`src/rtl/conv_punct_pkg.sv`:
```
package conv_punct_pkg;

  localparam int MEM_LEN = 6;
  // bit d of a mask taps the data bit delayed by d
  localparam logic [MEM_LEN:0] GEN_X = 7'b1101101;  // 133 octal
  localparam logic [MEM_LEN:0] GEN_Y = 7'b1001111;  // 171 octal

  typedef enum logic [1:0] {
    RATE_HALF           = 2'd0,
    RATE_TWO_THIRDS     = 2'd1,
    RATE_THREE_QUARTERS = 2'd2
  } rate_e;

  typedef logic [1:0] phase_t;

  function automatic logic tap_parity(logic [MEM_LEN:0] win, logic [MEM_LEN:0] mask);
    return ^(win & mask);
  endfunction

  function automatic rate_e rate_decode(logic [1:0] sel);
    case (sel)
      2'd1:    return RATE_TWO_THIRDS;
      2'd2:    return RATE_THREE_QUARTERS;
      default: return RATE_HALF;
    endcase
  endfunction

  function automatic phase_t rate_period(rate_e r);
    case (r)
      RATE_TWO_THIRDS:     return 2'd2;
      RATE_THREE_QUARTERS: return 2'd3;
      default:             return 2'd1;
    endcase
  endfunction

  function automatic phase_t phase_step(rate_e r, phase_t ph);
    phase_t nx;
    nx = ph + 2'd1;
    return (nx >= rate_period(r)) ? 2'd0 : nx;
  endfunction

  // second_bit = 0 for the 133 output, 1 for the 171 output
  function automatic logic keep_coded(rate_e r, phase_t ph, logic second_bit);
    case (r)
      RATE_TWO_THIRDS:     return !(ph == 2'd1 && second_bit);
      RATE_THREE_QUARTERS: begin
        if (ph == 2'd0)      return 1'b1;
        else if (ph == 2'd1) return second_bit;
        else                 return !second_bit;
      end
      default:             return 1'b1;
    endcase
  endfunction

endpackage

```
`src/rtl/conv_hist_enc.sv`:
```
module conv_hist_enc
  import conv_punct_pkg::*;
#(
  parameter int BEATW = 4
) (
  input  logic               clk,
  input  logic               rst_n,
  input  logic               advance,
  input  logic               restart,
  input  logic [BEATW-1:0]   bits,
  output logic [2*BEATW-1:0] coded
);

  localparam int HISTW = BEATW + MEM_LEN;

  logic [MEM_LEN-1:0] mem_q;      // mem_q[d-1] = bit delayed by d
  logic [MEM_LEN-1:0] mem_base;
  logic [MEM_LEN-1:0] mem_next;
  logic [HISTW-1:0]   hist;       // hist[MEM_LEN+i] = data bit i

  assign mem_base = restart ? '0 : mem_q;

  always_comb begin
    for (int d = 1; d <= MEM_LEN; d++) hist[MEM_LEN-d] = mem_base[d-1];
    for (int i = 0; i < BEATW; i++)    hist[MEM_LEN+i] = bits[i];
  end

  always_comb begin
    for (int d = 1; d <= MEM_LEN; d++) mem_next[d-1] = hist[HISTW-d];
  end

  for (genvar gi = 0; gi < BEATW; gi++) begin : g_bit
    logic [MEM_LEN:0] win;
    always_comb begin
      for (int d = 0; d <= MEM_LEN; d++) win[d] = hist[gi+MEM_LEN-d];
    end
    assign coded[2*gi]   = tap_parity(win, GEN_X);
    assign coded[2*gi+1] = tap_parity(win, GEN_Y);
  end

  always_ff @(posedge clk or negedge rst_n) begin
    if (!rst_n)       mem_q <= '0;
    else if (advance) mem_q <= mem_next;
  end

endmodule

```
`src/rtl/punct_phase.sv`:
```
module punct_phase
  import conv_punct_pkg::*;
#(
  parameter int BEATW = 4
) (
  input  logic               clk,
  input  logic               rst_n,
  input  logic               advance,
  input  logic               restart,
  input  logic [1:0]         rate_sel,
  output rate_e              rate_eff,
  output rate_e              rate_q,
  output phase_t             phase_q,
  output logic [2*BEATW-1:0] bit_phase
);

  phase_t phase_next;

  assign rate_eff = restart ? rate_decode(rate_sel) : rate_q;

  always_comb begin
    phase_t ph;
    ph = restart ? 2'd0 : phase_q;
    for (int i = 0; i < BEATW; i++) begin
      bit_phase[2*i +: 2] = ph;
      ph = phase_step(rate_eff, ph);
    end
    phase_next = ph;
  end

  always_ff @(posedge clk or negedge rst_n) begin
    if (!rst_n) begin
      rate_q  <= RATE_HALF;
      phase_q <= 2'd0;
    end else if (advance) begin
      rate_q  <= rate_eff;
      phase_q <= phase_next;
    end
  end

endmodule

```
`src/rtl/punct_pack.sv`:
```
module punct_pack
  import conv_punct_pkg::*;
#(
  parameter int BEATW = 4,
  localparam int CW   = $clog2(2*BEATW+1)
) (
  input  logic [2*BEATW-1:0] coded,
  input  rate_e              rate_eff,
  input  logic [2*BEATW-1:0] bit_phase,
  output logic [2*BEATW-1:0] packed_bits,
  output logic [CW-1:0]      packed_count
);

  always_comb begin
    int cnt;
    cnt = 0;
    packed_bits = '0;
    for (int j = 0; j < 2*BEATW; j++) begin
      if (keep_coded(rate_eff, bit_phase[2*(j/2) +: 2], j[0])) begin
        packed_bits[cnt] = coded[j];
        cnt = cnt + 1;
      end
    end
    packed_count = CW'(cnt);
  end

endmodule

```
`src/rtl/conv_punct_enc.sv`:
```
module conv_punct_enc
  import conv_punct_pkg::*;
#(
  parameter int BEATW = 4,
  localparam int CW   = $clog2(2*BEATW+1)
) (
  input  logic               clk,
  input  logic               rst_n,
  input  logic               in_valid,
  output logic               in_ready,
  input  logic [BEATW-1:0]   in_bits,
  input  logic               in_first,
  input  logic [1:0]         rate_sel,
  output logic               out_valid,
  input  logic               out_ready,
  output logic [2*BEATW-1:0] out_bits,
  output logic [CW-1:0]      out_count
);

  logic               fire;
  logic [2*BEATW-1:0] coded;
  logic [2*BEATW-1:0] bit_phase;
  logic [2*BEATW-1:0] packed_bits;
  logic [CW-1:0]      packed_count;
  rate_e              rate_eff;
  rate_e              rate_q;
  phase_t             phase_q;

  assign in_ready = !out_valid || out_ready;
  assign fire     = in_valid && in_ready;

  conv_hist_enc #(.BEATW(BEATW)) u_enc (
    .clk     (clk),
    .rst_n   (rst_n),
    .advance (fire),
    .restart (in_first),
    .bits    (in_bits),
    .coded   (coded)
  );

  punct_phase #(.BEATW(BEATW)) u_phase (
    .clk       (clk),
    .rst_n     (rst_n),
    .advance   (fire),
    .restart   (in_first),
    .rate_sel  (rate_sel),
    .rate_eff  (rate_eff),
    .rate_q    (rate_q),
    .phase_q   (phase_q),
    .bit_phase (bit_phase)
  );

  punct_pack #(.BEATW(BEATW)) u_pack (
    .coded        (coded),
    .rate_eff     (rate_eff),
    .bit_phase    (bit_phase),
    .packed_bits  (packed_bits),
    .packed_count (packed_count)
  );

  always_ff @(posedge clk or negedge rst_n) begin
    if (!rst_n) begin
      out_valid <= 1'b0;
      out_bits  <= '0;
      out_count <= '0;
    end else if (fire) begin
      out_valid <= 1'b1;
      out_bits  <= packed_bits;
      out_count <= packed_count;
    end else if (out_ready) begin
      out_valid <= 1'b0;
    end
  end

endmodule

```
`config.mk`:
```
export PLATFORM = sky130hd
export DESIGN_NAME = conv_punct_enc
export DESIGN_NICKNAME = d
export VERILOG_FILES = /design/src/rtl/conv_punct_pkg.sv /design/src/rtl/conv_hist_enc.sv /design/src/rtl/punct_phase.sv /design/src/rtl/punct_pack.sv /design/src/rtl/conv_punct_enc.sv
export SDC_FILE = /design/constraint.sdc
export NUM_CORES = 1
export LEC_CHECK = 0
export BUFFER_PORTS_ARGS = -buffer_cell sky130_fd_sc_hd__buf_2
export CAP_MARGIN = 20
export CORE_UTILIZATION = 50
export CTS_CLUSTER_DIAMETER = 80
export DETAILED_ROUTE_END_ITERATION = 6
export PLACE_DENSITY = 0.78
export SYNTH_ARGS = -nofsm -noshare
export SYNTH_HDL_FRONTEND = slang
export SYNTH_HIERARCHICAL = 1
export SYNTH_SLANG_ARGS = --single-unit
```
`constraint.sdc`:
```
create_clock -name clk -period 6.4 [get_ports clk]
set_input_delay 1.28 -clock clk [delete_from_list [all_inputs] [get_ports clk]]
set_output_delay 1.28 -clock clk [all_outputs]
set_load 0.01 [all_outputs]
```
==> results of run 1 <==
## state kept, by name (all words and copies together) (netlist names)
name / count
out_bits: 8
u_enc/mem_q: 6
out_count: 4
u_phase/phase_q: 2
u_phase/rate_q: 2
out_valid: 1
## cell families after synthesis
kind of cell | Yosys count | share of synthesized area
flops | 23 | 0.174
mux | 43 | 0.157
fa+ha+maj | 15 | 0.0585
xor+xnor | 36 | 0.118
buf+inv | 49 | 0.0732
compound gates | 71 | 0.171
simple gates | 138 | 0.249
## cell usage after synthesis, types with 3 or more instances
master and count:
xnor2_1 15, nand2b_1 14, inv_2 4, mux2_4 9
a31o_2 3, mux2_2 20, xor2_1 15, nor4_1 5
dfrtp_1 23, nor2_1 19, buf_4 4, o21ai_0 9
mux2_1 6, inv_1 24, a21oi_1 14, nand3b_1 5
o21ai_1 3, nand4_1 5, nand2_1 24, clkbuf_1 5
o32ai_1 3, a31oi_1 6, ha_1 13, mux2i_1 7
nor3_1 12, nand3_1 17, nor2b_1 5, buf_2 7
o211ai_1 3, or3_1 5
## metal layers
layer / GRT usage / routed length [um] / up-vias
met5: 0 / 0 / -
met4: 0.0663 / 138 / 0
met3: 0.0119 / 227 / 17
met2: 0.464 / 4440 / 74
met1: 0.305 / 3740 / 1454
li1: - / - / 1490
## worst reg2reg max path, delay by kind of cell (launching register included)
kind,cells,cell delay (ns)
multiplexers,3,0.66
AND/OR/NAND/NOR,8,1.30
flip-flops,1,0.32
buffers and inverters,11,0.84
adder cells (fa/ha/maj),6,1.65
AO/OA/AOI/OAI,4,0.59
## placed cells by master (no fill, tap or decap), drive strengths merged, types with 16 or more instances in the layout
cell type / netlist / final
mux2: 35 / 35
buf: 14 / 85
xnor2: 17 / 17
nand2b: 17 / 17
nand2: 25 / 25
a21oi: 16 / 16
dfrtp: 23 / 23
nor2: 20 / 20
xor2: 16 / 16
inv: 29 / 29
nand3: 18 / 18
## path summary, 6_finish.rpt
path	slack, ns	end	from
min in group asynchronous	0.97	out_count[0]	rst_n
setup / recovery	0.14	out_bits[4]	rate_sel[1]
hold / removal	0.51	out_count[2]	out_count[2]
max in group asynchronous	5.09	u_phase/phase_q[0]	rst_n
hold reg to reg	0.51	out_count[2]	out_count[2]
setup reg to reg	0.94	out_bits[4]	u_phase/rate_q[0]
## through the flow
| step | hold WS (ns) | std cells | utilization |
|---|---|---|---|
| 6_report | 0.510 | 521 | 0.642 |
| 5_1_grt | 0.516 | 521 | 0.642 |
| 4_1_cts | 0.513 | 520 | 0.637 |
| 3_5_place_dp | 0.490 | 516 | 0.630 |
| 3_3_place_gp | 0.487 | 516 | 0.630 |
| 2_1_floorplan | 0.502 | 375 | - |
## layout make-up
class                      count  share of cell area
inverter                      29              0.0296
clock inverter                 1             0.00122
multi-input combinational    303               0.653
timing repair buffer          85               0.142
tap                           77              0.0235
sequential                    23               0.140
clock buffer                   3              0.0101
## repair_timing
item	CTS	global route
buffers inserted	0	1
resized for setup	0	8
setup endpoints to repair	0	5
==> flow_metrics.py, run 1 <==
metrics = {
    "grt": {
        "grt_pass1_vias": 3005,
        "antenna_found_initial": 0,
        "overflow": 0,
        "grt_pass1_wl_um": 14100,
        "grt_max_degree": 24,
        "gr-usage-all-layers": 0.247,
    },
    "drt": {
        "num_vias": 3035,
        "antenna_left": 0,
        "drt_wl_total_um": 8550,
        "firstDrtPassIters": 4,
        "vias_per_cell": 5.83,
        "drc": 0,
        "drt-initial-drc-count": 134,
        "wl_per_cell_um": 16.4,
    },
    "timing": {
        "slew_violations": 0,
        "setup_tns_ns": 0,
        "fin_ws_ns": 0.138,
        "hold_viol_final": 0,
        "tightest_slew_ns": 0.664,
        "clock.fmax_ghz": 0.160,
        "clock_skew_ns": 0.00120,
        "rsz0062_at_grt": "yes",
        "setup_viol": 0,
        "fin_crit_ns": 6.26,
        "timing.final.crit_share": 0.978,
        "slew_headroom": 0.554,
    },
    "placement": {
        "gp_congestion": 0.935,
        "placed_area_sq_mm": 0.00402,
        "port_buffers": 24,
        "pre_cts_ws_ns": -0.263,
        "dpl.hpwl_um": 6850,
    },
    "critical_path": {
        "ff2ff_path_depth": 32,
        "startpoint_type": "input port",
        "cpLargestDelayFamily": "adder cells",
        "worst_path_largest_cell_delay_ns": 0.58,
        "end_kind": "flop",
        "path_class": "input port to flop",
        "worst_path_most_repeated_cell": "ha_4",
        "crit_buf_inv": 11,
        "cpMaxStageDelayCell": "fa_2",
        "cp.required_ns": 6.56,
        "cp.depth": 33,
        "cp.arrival_ns": 6.42,
        "crit_fanout": 5,
    },
    "yosys": {
        "synth-seq-cells": 23,
        "synthFlopType": "dfrtp_1",
        "synthArstFlopShare": 1.00,
        "synth_warnings": 6,
        "ys_types": 87,
        "synth_area_sq_mm": 0.00332,
        "yosysSeqAreaShare": 0.174,
        "syn-num-nets": 400,
        "synth_edf_count": 0,
        "synth_top_area_frac": 0.174,
        "synth_top_area_cell": "dfrtp_1",
        "synth_area_leaders": "dfrtp_1, mux2_2, ha_1, mux2_4, xnor2_1",
        "postSynthAreaPerCell_sq_um": 8.84,
        "netlist_instances": 375,
    },
    "clock_tree": {
        "clock-sinks": 23,
        "cts_hold_buffers": 0,
        "insertion_delay_ns": 0.27,
        "tritoncts": "built",
        "ctsRootBufferMaster": "clkbuf_8",
        "cts_buffers": 3,
        "htreeDepth": 1,
        "clock_path_buffers": 2,
        "cts.clk_slew.worst_paths_ns": 0.08,
    },
    "floorplan": {
        "fp.dieH_um": 83.4,
        "num_rows": 29,
        "io_pins": 25,
        "die_w_um": 83.4,
        "die_area_sq_mm": 0.00696,
        "start_util": 0.519,
        "core_area_sq_mm": 0.00639,
    },
    "final_layout": {
        "synthToLayoutAreaGrowth_pct": 23.7,
        "multi_input_area_sq_mm": 0.00268,
        "fin_area_sq_mm": 0.00410,
        "fin_nets": 470,
        "ff_latch_area_sq_um": 576,
        "antenna_cells": 0,
        "n_fill_cell": 517,
        "drive_gt1_frac": 0.408,
    },
    "run": {
        "drv_cap": 0,
    },
    "hold_path": {
        "hold_depth": 1,
        "hold_class": "flop to flop",
    },
    "status": {
        "run_status": "finished, final reports clean",
    },
}
Power of run 1 is left out: the tool's default activity adds up to more than one toggle a clock period on the data nets, which glitch-free logic cannot reach.
==> run 2, diff against run 1 <==
--- a/config.mk
+++ b/config.mk
@@ -7,6 +7,7 @@
 export LEC_CHECK = 0
 export BUFFER_PORTS_ARGS = -buffer_cell sky130_fd_sc_hd__buf_2
 export CAP_MARGIN = 20
+export CORE_ASPECT_RATIO = 0.75
 export CORE_UTILIZATION = 50
 export CTS_CLUSTER_DIAMETER = 80
 export DETAILED_ROUTE_END_ITERATION = 6
==> run 2 against run 1 <==
Sequential share of layout area stayed put. Core utilization is 0.37 points higher. Register-to-register slack better by 0.02 ns. Worst setup slack hardly changed. Critical endpoint is now out_bits[0]. Clock-buffer cell count stayed put. Final cell count is 0.58% higher. Sequential cell count stayed put. Critical path depth is 4 lower. Design area stayed put. Clock skew is 0.0012 ns higher. Global-route usage is 1.3 points higher. Non-clock buffer count is 1 lower. Critical path type unchanged.
==> flow_metrics.py, run 2 (synthesis gave the netlist of run 1 again) <==
metrics = {
    "status": {
        "run_status": "finished, final reports clean",
    },
    "final_layout": {
        "ff_latch_area_sq_um": 576,
        "multi_input_area_sq_mm": 0.00268,
        "layout_common_cells": "buf_4, buf_2, dfrtp_1, nand2_1",
        "synthToLayoutAreaGrowth_pct": 23.7,
        "fin_nets": 469,
        "n_fill_cell": 510,
        "drive_gt1_frac": 0.406,
        "finalNonFillerCells": 524,
        "final_common_cell": "buf_4",
        "largest_reg_flops": 8,
        "largestRegisters": "out_bits (8), u_enc/mem_q (6), out_count (4)",
        "antenna_cells": 0,
        "top_register": "out_bits",
        "fin_area_sq_mm": 0.00410,
    },
    "clock_tree": {
        "cts.clk_slew.worst_paths_ns": 0.08,
        "tritoncts": "built",
        "clock-sinks": 23,
        "cts_buffers": 3,
        "htreeDepth": 1,
        "ctsRootBufferMaster": "clkbuf_8",
        "insertion_delay_ns": 0.27,
        "clock_path_buffers": 2,
        "cts_hold_buffers": 0,
    },
    "placement": {
        "port_buffers": 24,
        "dp_cells": 518,
        "placed_area_sq_mm": 0.00401,
        "gp_congestion": 0.952,
        "dpl.hpwl_um": 6930,
    },
    "drt": {
        "drc": 0,
        "drt-initial-drc-count": 303,
        "vias_per_cell": 5.83,
        "antenna_left": 0,
        "num_vias": 3054,
        "drt_wl_total_um": 8480,
        "firstDrtPassIters": 5,
        "wl_per_cell_um": 16.2,
    },
    "floorplan": {
        "fp.dieH_um": 72.5,
        "die_area_sq_mm": 0.00696,
        "core_area_sq_mm": 0.00635,
        "num_rows": 25,
        "io_pins": 25,
        "die_w_um": 96.0,
        "start_util": 0.522,
    },
    "grt": {
        "overflow": 0,
        "grt_pass1_vias": 2825,
        "gr-usage-all-layers": 0.260,
        "grt_max_degree": 24,
        "grt_pass1_wl_um": 14100,
        "antenna_found_initial": 0,
    },
    "critical_path": {
        "worst_path_most_repeated_cell": "ha_4",
        "cp.arrival_ns": 6.42,
        "end_kind": "flop",
        "startpoint_type": "input port",
        "cp.required_ns": 6.56,
        "worst_path_largest_cell_delay_ns": 0.54,
        "crit_fanout": 4,
        "path_class": "input port to flop",
        "cpMaxStageDelayCell": "or4b_4",
    },
    "timing": {
        "timing.final.crit_share": 0.978,
        "hold_viol_final": 0,
        "setup_viol": 0,
        "fin_crit_ns": 6.26,
        "clock.fmax_ghz": 0.160,
        "slew_headroom": 0.583,
        "tightest_slew_ns": 0.620,
        "clock_skew_ns": 0.00241,
        "whs_ns": 0.511,
        "slew_violations": 0,
    },
    "run": {
        "drv_cap": 0,
    },
    "hold_path": {
        "hold_class": "flop to flop",
    },
}
## run 2: area by class of cell
| class | count | share of cell area |
|---|---|---|
| multi-input cells | 303 | 0.653 |
| repair buffers | 84 | 0.141 |
| flip-flops and latches | 23 | 0.140 |
| inverters | 29 | 0.0296 |
| well taps | 81 | 0.0247 |
| clock buffers | 3 | 0.0101 |
| clock inverters | 1 | 0.00183 |
## run 2: path summary, 6_finish.rpt
kind	from	end	slack, ns	cells after the start
max in group asynchronous	rst_n	out_bits[0]	5.09	1
setup / recovery	in_first	out_bits[0]	0.14	29
min in group asynchronous	rst_n	out_bits[1]	0.97	1
hold reg to reg	out_count[2]	out_count[2]	0.51	1
hold / removal	out_count[2]	out_count[2]	0.51	1
setup reg to reg	u_phase/rate_q[1]	out_bits[0]	0.96	28
## run 2: critical path, delay by kind of cell
kind / cells / cell delay (ns)
muxes: 5 / 1.18
AOI/OAI and AO/OA: 3 / 0.45
and+or+nand+nor: 8 / 1.37
adders and majority gates: 6 / 1.52
buffers and inverters: 7 / 0.60
## run 2: metrics by stage
step                      setup TNS, ns  worst slack, ns   util
final                                 0            0.138  0.646
after global routing            -0.0249          -0.0191  0.646
after CTS                             0           0.0210  0.640
after detailed placement          -1.08           -0.280  0.632
after global placement           -0.331           -0.113  0.632
after floorplan                   -1.87           -0.418      -
## run 2: what timing repair did
item / CTS / global route
setup buffers: 0 / 2
resized for setup: 1 / 6
pin swaps: 0 / 6
setup endpoints to repair: 1 / 5
hold endpoints to repair: 0 / 0
## run 2: routing by layer
metal / vias to the layer above / global-route usage / part of all wire
met5: - / 0 / 0
met4: 0 / 0.0464 / 0.0061
met3: 5 / 0.0105 / 0.048
met2: 114 / 0.400 / 0.44
met1: 1449 / 0.404 / 0.51
li1: 1486 / - / -
Power of run 2 is left out for the same reason.
==> run 3, diff against run 2 <==
--- a/config.mk
+++ b/config.mk
@@ -11,7 +11,7 @@
 export CORE_UTILIZATION = 50
 export CTS_CLUSTER_DIAMETER = 80
 export DETAILED_ROUTE_END_ITERATION = 6
-export PLACE_DENSITY = 0.78
+export PLACE_DENSITY = 0.71
 export SYNTH_ARGS = -nofsm -noshare
 export SYNTH_HDL_FRONTEND = slang
 export SYNTH_HIERARCHICAL = 1
==> run 3 against run 2 <==
Register-to-register slack better by 0.09 ns. Clock-buffer cell count grew 1. Via count fell by 0.62%. Sequential cell count stayed put. Maximum frequency grew 1.3%. Core utilization increased by 0.77 points. Routed wire length down 0.64%. First-iteration DRC count is 24% lower. Non-clock buffer count rose by 6. Highest routed layer unchanged. Critical path type unchanged.
==> flow_metrics.py, run 3 (synthesis gave the netlist of run 1 again) <==
metrics = {
    "clock_tree": {
        "clock_path_buffers": 2,
        "htreeDepth": 1,
        "tritoncts": "built",
        "ctsRootBufferMaster": "clkbuf_8",
        "cts_buffers": 3,
        "cts_hold_buffers": 0,
        "insertion_delay_ns": 0.27,
        "clock-sinks": 23,
        "cts.clk_slew.worst_paths_ns": 0.08,
    },
    "final_layout": {
        "largestRegisters": "out_bits (8), u_enc/mem_q (6), out_count (4)",
        "synthToLayoutAreaGrowth_pct": 25.2,
        "antenna_cells": 0,
        "top_register": "out_bits",
        "largest_reg_flops": 8,
        "fin_area_sq_mm": 0.00415,
        "final_common_cell": "buf_4",
        "layout_common_cells": "buf_4, buf_2, dfrtp_1, nand2_1",
        "fin_nets": 475,
        "drive_gt1_frac": 0.414,
    },
    "hold_path": {
        "hp-start": "out_count[2]",
        "hold_class": "flop to flop",
    },
    "critical_path": {
        "worst_path_largest_cell_delay_ns": 0.58,
        "cp-startpoint": "rate_sel[1]",
        "r2r-start": "u_phase/phase_q[0]",
        "end_kind": "flop",
        "cp.required_ns": 6.56,
        "path_class": "input port to flop",
        "r2r_slack_ns": 1.05,
        "cp.arrival_ns": 6.35,
        "cpMaxStageDelayCell": "fa_2",
        "startpoint_type": "input port",
        "worst_path_most_repeated_cell": "ha_4",
        "crit_fanout": 5,
    },
    "timing": {
        "clock.fmax_ghz": 0.162,
        "rsz0062_at_grt": "no",
        "setup_tns_ns": 0,
        "setup_viol": 0,
        "hold_viol_final": 0,
        "slew_violations": 0,
        "timing.final.crit_share": 0.966,
        "fin_ws_ns": 0.217,
        "clock_skew_ns": 0.00686,
        "fin_crit_ns": 6.18,
        "tightest_slew_ns": 0.580,
        "slew_headroom": 0.610,
    },
    "drt": {
        "num_vias": 3035,
        "firstDrtPassIters": 5,
        "vias_per_cell": 5.73,
        "drc": 0,
        "antenna_left": 0,
        "drt-initial-drc-count": 231,
        "wl_per_cell_um": 15.9,
        "drt_wl_total_um": 8430,
    },
    "placement": {
        "port_buffers": 24,
        "placed_area_sq_mm": 0.00407,
        "gp_congestion": 0.912,
        "pre_cts_ws_ns": -0.311,
        "dpl.hpwl_um": 6870,
    },
    "grt": {
        "grt_pass1_vias": 2928,
        "gr-usage-all-layers": 0.259,
        "grt_pass1_wl_um": 14100,
        "overflow": 0,
        "grt_max_degree": 24,
        "antenna_found_initial": 0,
    },
    "floorplan": {
        "die_area_sq_mm": 0.00696,
        "start_util": 0.522,
        "fp.dieH_um": 72.5,
        "die_w_um": 96.0,
        "core_area_sq_mm": 0.00635,
        "io_pins": 25,
        "num_rows": 25,
    },
    "run": {
        "drv_cap": 0,
    },
    "status": {
        "run_status": "finished, final reports clean",
    },
}
run 3: through the flow:
step / hold slack, ns / util / cells
finish: 0.509 / 0.654 / 530
floorplan: 0.502 / - / 375
global placement: 0.487 / 0.640 / 525
global route: 0.536 / 0.654 / 530
CTS: 0.509 / 0.649 / 529
detailed placement: 0.489 / 0.640 / 525
run 3: cell type report:
class                   instances  area (sq um)
flip-flops and latches         23           576
fillers                       515          2200
multi-input cells             303          2690
well taps                      81           101
repair buffers                 90           618
inverters                      29           121
clock buffers                   4          45.0
run 3: per-layer routing:
layer	global-route usage	part of all wire	vias up
met5	0	0	-
met4	0.0779	0.015	0
met3	0.0241	0.052	12
met2	0.383	0.41	106
met1	0.393	0.52	1421
li1	-	-	1496
run 3: what timing repair did:
item / 4_1_cts / 5_1_grt
gates resized for setup: 2 / 6
pin swaps: 0 / 7
endpoints found under the setup margin: 2 / 8
buffers inserted: 0 / 1
run 3: worst max-delay path: cells and delay by family:
| kind | cells | cell delay [ns] |
|---|---|---|
| compound gates | 2 | 0.25 |
| mux | 5 | 1.10 |
| simple gates | 9 | 1.53 |
| fa+ha+maj | 6 | 1.66 |
| buf+inv | 8 | 0.54 |
run 3: final timing paths:
kind,to,depth (start not counted)
max,out_bits[0],30
min,out_count[2],1
max reg2reg,out_bits[0],27
min reg2reg,out_count[2],1
max in group asynchronous,u_phase/phase_q[0],1
min in group asynchronous,out_count[0],1
Power of run 3 is left out for the same reason.
